**src/rtl/aud_conceal_pkg.sv**
```systemverilog
package aud_conceal_pkg;

  localparam int CH_N = 2;

  typedef enum logic [1:0] {
    HOLD_LAST = 2'b00,
    HOLD_ZERO = 2'b01,
    HOLD_PASS = 2'b10,
    HOLD_RSVD = 2'b11
  } holdPol_t;

  // control -> datapath strobes
  typedef struct packed {
    logic loadPend;   // capture concealed A for later left output
    logic emit;       // produce an output pair next cycle
    logic dupCur;     // mono: left takes current sample too
    logic selRight;   // history select for concealment
    logic updLeft;    // load history 0
    logic updRight;   // load history 1
  } strobes_t;

endpackage

```
**src/rtl/aud_conceal_ctrl.sv**
```systemverilog
module aud_conceal_ctrl
  import aud_conceal_pkg::*;
(
  input  logic     inValid,
  input  logic     inSubB,
  input  logic     inErr,
  input  logic     monoEn,
  output strobes_t strb
);

  logic clean;
  assign clean = ~inErr;

  always_comb begin
    strb = '0;
    if (inValid) begin
      if (monoEn) begin
        strb.emit    = 1'b1;
        strb.dupCur  = 1'b1;
        strb.updLeft = clean;      // shared history lives in slot 0
      end else if (inSubB) begin
        strb.emit     = 1'b1;
        strb.selRight = 1'b1;
        strb.updRight = clean;
      end else begin
        strb.loadPend = 1'b1;
        strb.updLeft  = clean;
      end
    end
  end

endmodule

```
**src/rtl/aud_conceal_dp.sv**
```systemverilog
module aud_conceal_dp
  import aud_conceal_pkg::*;
#(
  parameter int SAMPLE_W = 24
) (
  input  logic                clk,
  input  logic                rst_n,
  input  strobes_t            strb,
  input  logic [SAMPLE_W-1:0] inSample,
  input  logic                inErr,
  input  logic [1:0]          holdSel,
  input  logic                muteEn,
  output logic                outValid,
  output logic [SAMPLE_W-1:0] outLeft,
  output logic [SAMPLE_W-1:0] outRight
);

  localparam logic [SAMPLE_W-1:0] ZERO_W = '0;

  logic [SAMPLE_W-1:0] hist [CH_N];
  logic [CH_N-1:0]     updEn;
  logic [SAMPLE_W-1:0] histSel;
  logic [SAMPLE_W-1:0] concVal;
  logic [SAMPLE_W-1:0] pendLeft;
  logic [SAMPLE_W-1:0] leftSrc;
  holdPol_t            pol;

  assign updEn   = {strb.updRight, strb.updLeft};
  assign histSel = strb.selRight ? hist[1] : hist[0];
  assign pol     = holdPol_t'(holdSel);

  for (genvar g = 0; g < CH_N; g++) begin : g_hist
    always_ff @(posedge clk) begin
      if (!rst_n)        hist[g] <= ZERO_W;
      else if (updEn[g]) hist[g] <= inSample;
    end
  end

  always_comb begin
    concVal = inSample;
    if (inErr) begin
      unique case (pol)
        HOLD_ZERO: concVal = ZERO_W;
        HOLD_PASS: concVal = inSample;
        default:   concVal = histSel;   // HOLD_LAST and reserved code
      endcase
    end
  end

  assign leftSrc = strb.dupCur ? concVal : pendLeft;

  always_ff @(posedge clk) begin
    if (!rst_n)             pendLeft <= ZERO_W;
    else if (strb.loadPend) pendLeft <= concVal;
  end

  always_ff @(posedge clk) begin
    if (!rst_n) begin
      outValid <= 1'b0;
      outLeft  <= ZERO_W;
      outRight <= ZERO_W;
    end else begin
      outValid <= strb.emit;
      if (strb.emit) begin
        outLeft  <= muteEn ? ZERO_W : leftSrc;
        outRight <= muteEn ? ZERO_W : concVal;
      end
    end
  end

endmodule

```
**src/rtl/aud_conceal_top.sv**
```systemverilog
module aud_conceal_top
  import aud_conceal_pkg::*;
#(
  parameter int SAMPLE_W = 24
) (
  input  logic                clk,
  input  logic                rst_n,
  input  logic                inValid,
  input  logic                inSubB,
  input  logic [SAMPLE_W-1:0] inSample,
  input  logic                inErr,
  input  logic [1:0]          holdSel,
  input  logic                muteEn,
  input  logic                monoEn,
  output logic                outValid,
  output logic [SAMPLE_W-1:0] outLeft,
  output logic [SAMPLE_W-1:0] outRight
);

  strobes_t strb;

  aud_conceal_ctrl ctrl_i (
    .inValid (inValid),
    .inSubB  (inSubB),
    .inErr   (inErr),
    .monoEn  (monoEn),
    .strb    (strb)
  );

  aud_conceal_dp #(.SAMPLE_W(SAMPLE_W)) dp_i (
    .clk      (clk),
    .rst_n    (rst_n),
    .strb     (strb),
    .inSample (inSample),
    .inErr    (inErr),
    .holdSel  (holdSel),
    .muteEn   (muteEn),
    .outValid (outValid),
    .outLeft  (outLeft),
    .outRight (outRight)
  );

endmodule

```
**config.mk**
```make
export PLATFORM = sky130hd
export DESIGN_NAME = aud_conceal_top
export DESIGN_NICKNAME = d
export VERILOG_FILES = /design/src/rtl/aud_conceal_pkg.sv /design/src/rtl/aud_conceal_ctrl.sv /design/src/rtl/aud_conceal_dp.sv /design/src/rtl/aud_conceal_top.sv
export SDC_FILE = /design/constraint.sdc
export NUM_CORES = 1
export LEC_CHECK = 0
export ABC_AREA = 0
export BUFFER_PORTS_ARGS = -buffer_cell sky130_fd_sc_hd__buf_2
export CORE_MARGIN = 4
export CORE_UTILIZATION = 40
export CTS_BUF_LIST = sky130_fd_sc_hd__clkbuf_16
export DETAILED_ROUTE_END_ITERATION = 10
export PLACE_DENSITY = 0.65
export SKIP_CTS_REPAIR_TIMING = 1
export SLEW_MARGIN = 20
export SYNTH_ARGS = -nofsm -noshare
export SYNTH_HDL_FRONTEND = slang
export SYNTH_SLANG_ARGS = --single-unit
```
**constraint.sdc**
```tcl
create_clock -name clk -period 8.9 [get_ports clk]
set_clock_uncertainty 0.1 [all_clocks]
set_input_delay 0.445 -clock clk [delete_from_list [all_inputs] [get_ports clk]]
set_output_delay 0.445 -clock clk [all_outputs]
set_load 0.01 [all_outputs]
```
==> results.yml <==
logic_synthesis:
  ys_ff_latch: 121
  synthTopCellsByArea: "dfxtp_1, edfxtp_1, a21oi_1"
  ys_seq_area_frac: 0.528
  synth_common_cells: "dfxtp_1, a21oi_1, and2_1, nand2_1"
  async_reset_ff_frac: 0
  netlist_area_um2: 5500
  synth-simple-area-share: 0.186
  yosysMostFrequentCell: "dfxtp_1"
  ys.flop_type: "dfxtp_1"
  synth_compound_area_frac: 0.185
  synthAdderAreaFrac: 0.00228
  syn_inst: 575
  avgSynthCellArea_um2: 9.56
  synthDistinctLibCells: 30
  synth.area.mux_share: 0.0526
  synth_edf_count: 48
  yosysTopAreaCellShare: 0.266
  yosysTopAreaCell: "dfxtp_1"
  synth_top_family_by_area: "simple AND/OR/NAND/NOR gates"
  synth.yosys.warnings: 0
  syn_nets: 609
  synth_xor_area_frac: 0
die:
  rows: 42
  core_um2: 13300
  start_util: 0.412
  die-area_um2: 15700
  die_w_um: 125
  fp.dieH_um: 125
  ioPinCount: 82
drt:
  drt_iter0_markers: 593
  drc: 0
  ant_nets: 0
  via_per_inst: 5.52
  drt-total-wl_um: 15300
  firstDrtPassIters: 5
  wl_per_cell_um: 18.6
  num_vias: 4547
global_routing:
  track_usage: 0.195
  grt_pass1_wl_um: 24200
  antenna_found_initial: 0
  grt_pass1_vias: 4287
  gr-total-overflow: 0
  grt_max_degree: 76
sta:
  finalSetupTns_ns: 0
  layout_min_cycle_time_ns: 2.77
  setup_violations: 0
  worst_slew_pin_slew_ns: 1.03
  slew-limit-headroom: 0.316
  slew_viol_final: 0
  hold_viol: 0
  rsz0062_at_grt: "no"
  max_freq_mhz: 361
  fin_crit_sh: 0.311
clock_network:
  root_buffer: "clkbuf_16"
  htreeDepth: 4
  clk_path_buf_depth: 2
  cts_sinks: 121
  clkLatencyLatePin_ns: 0.41
  cts_tree: "yes"
  clkSlewWorstSetupHoldPaths_ns: 0.05
  cts_buffers: 17
worst_setup_path:
  crit_type: "in -> reg"
  crit_path_start_kind: "input port"
  cpMaxStageDelayCell: "nand2b_1"
  worst_setup_path_end_kind: "flop"
  rrSetupSlack_ns: 7.58
  r2r-start: "dp_i.hist[1][18]"
  required_ns: 9.06
  worstSetupEndpoint: "dp_i.outRight[13]"
  cpPeakStageDelay_ns: 0.80
  r2r.worst_path.cells: 4
  critPathMaxFanout: 49
  critPathLaunch: "holdSel[0]"
  worstPathCellList: "buf_2 > inv_1 > ha_1 > buf_4 > nand2b_1 > a21boi_0 > o21ai_0 > a21oi_1"
  worst_ep_arrival_time_ns: 2.93
  reg2reg_to: "dp_i.outLeft[18]"
power_and_ir_drop:
  ir_drop_mv: 0.142
  leakagePower_nw: 2.50
  powerDensity_nw_per_um2: 206
final_layout:
  fillers: 1257
  nets: 669
  area_delta_synth_final_pct: 17.5
  drive_gt1_frac: 0.213
  diodes: 0
  post-route-util: 0.484
place:
  routabilityCongestion: 0.791
  dp_hpwl_um: 10000
  io_buffers: 81
hold_path:
  hold_depth: 2
  hp-class: "in -> reg"
flow_run:
  maxCapViolations: 0
outcome:
  outcome: "complete, no violations"
==> worst max-delay path, delay by kind of cell <==
family	cells	cell delay [ns]
adders and majority gates	1	0.27
AOI/OAI and AO/OA	3	0.86
buffers and inverters	3	0.53
and+or+nand+nor	1	0.80
==> cells by family after synthesis <==
family                   count (synthesis)
multiplexers                            24
adder cells (fa/ha/maj)                  1
AO/OA/AOI/OAI                          171
buffers and inverters                   52
AND/OR/NAND/NOR                        206
flip-flops                             121
==> per-stage QoR <==
stage	hold WS, ns	worst slack [ns]	instances	power, mW	cell area, um^2
final	0.242	6.13	823	1.33	6460
after global routing	0.244	5.95	823	1.37	6460
after CTS	0.235	6.17	823	1.33	6450
after detailed placement	0.339	5.74	792	0.769	5970
after global placement	0.341	5.69	790	0.765	5940
after floorplan	0.376	5.76	575	0.721	5500
==> cell type report <==
cell class | instances | area [um^2] | share of cell area
inverter | 2 | 7.51 | 0.00116
timing repair buffer | 91 | 490 | 0.0760
sequential | 121 | 2900 | 0.450
clock inverter | 14 | 58.8 | 0.00911
tap | 176 | 220 | 0.0341
multi-input combinational | 402 | 2350 | 0.364
clock buffer | 17 | 425 | 0.0659
==> how the worst min path moves through the flow <==
stage / start / endpoint / slack, ns
after detailed placement: dp_i.outLeft[11] / dp_i.outLeft[11] / 0.34
after global routing: inSample[14] / dp_i.hist[0][14] / 0.24
after CTS: inSample[13] / dp_i.hist[0][13] / 0.24
final: inSample[14] / dp_i.hist[0][14] / 0.24
after global placement: dp_i.outLeft[23] / dp_i.outLeft[23] / 0.34
after floorplan: dp_i.outRight[0] / dp_i.outRight[0] / 0.38
==> state kept, by name, indices dropped and copies added, names as in the netlist <==
signal and flops:
dp_i.outValid 1, dp_i.outLeft 24, dp_i.pendLeft 24, dp_i.hist 48, dp_i.outRight 24
==> cell usage in the layout, fill, tap and decap left out, types with 2 or more instances in the layout <==
cell type / synthesis / routed
o31ai_2: 7 / 7
o21ai_0: 47 / 45
edfxtp_1: 48 / 48
mux2i_2: 13 / 13
clkinv_1: 1 / 3
buf_2: 9 / 80
nand3_1: 48 / 48
mux2i_1: 11 / 11
buf_6: 3 / 2
a21oi_1: 72 / 72
a21boi_0: 24 / 24
buf_4: 1 / 9
clkinv_2: 0 / 5
o21ai_1: 3 / 3
inv_1: 1 / 8
nor2_1: 26 / 26
clkbuf_16: 0 / 17
dfxtp_1: 73 / 73
and2_1: 50 / 50
nand2b_1: 2 / 2
nand2_1: 50 / 50
o31ai_1: 17 / 17
o21ai_2: 1 / 2
nor3_1: 25 / 25
==> per-layer routing <==
layer | track usage | part of all wire
met5 | 0 | 0
met4 | 0.0727 | 0.020
met3 | 0.0499 | 0.081
met2 | 0.276 | 0.43
met1 | 0.287 | 0.46
==> power by group <==
group          leakage, nW  internal [mW]  switching (mW)  total [mW]
combinational         1.17         0.0444          0.0951       0.140
sequential            1.07          0.609          0.0124       0.621
clock                0.269          0.340           0.229       0.569
total                 2.50          0.993           0.337        1.33
Note: power is estimated with default switching activity, not from simulation.
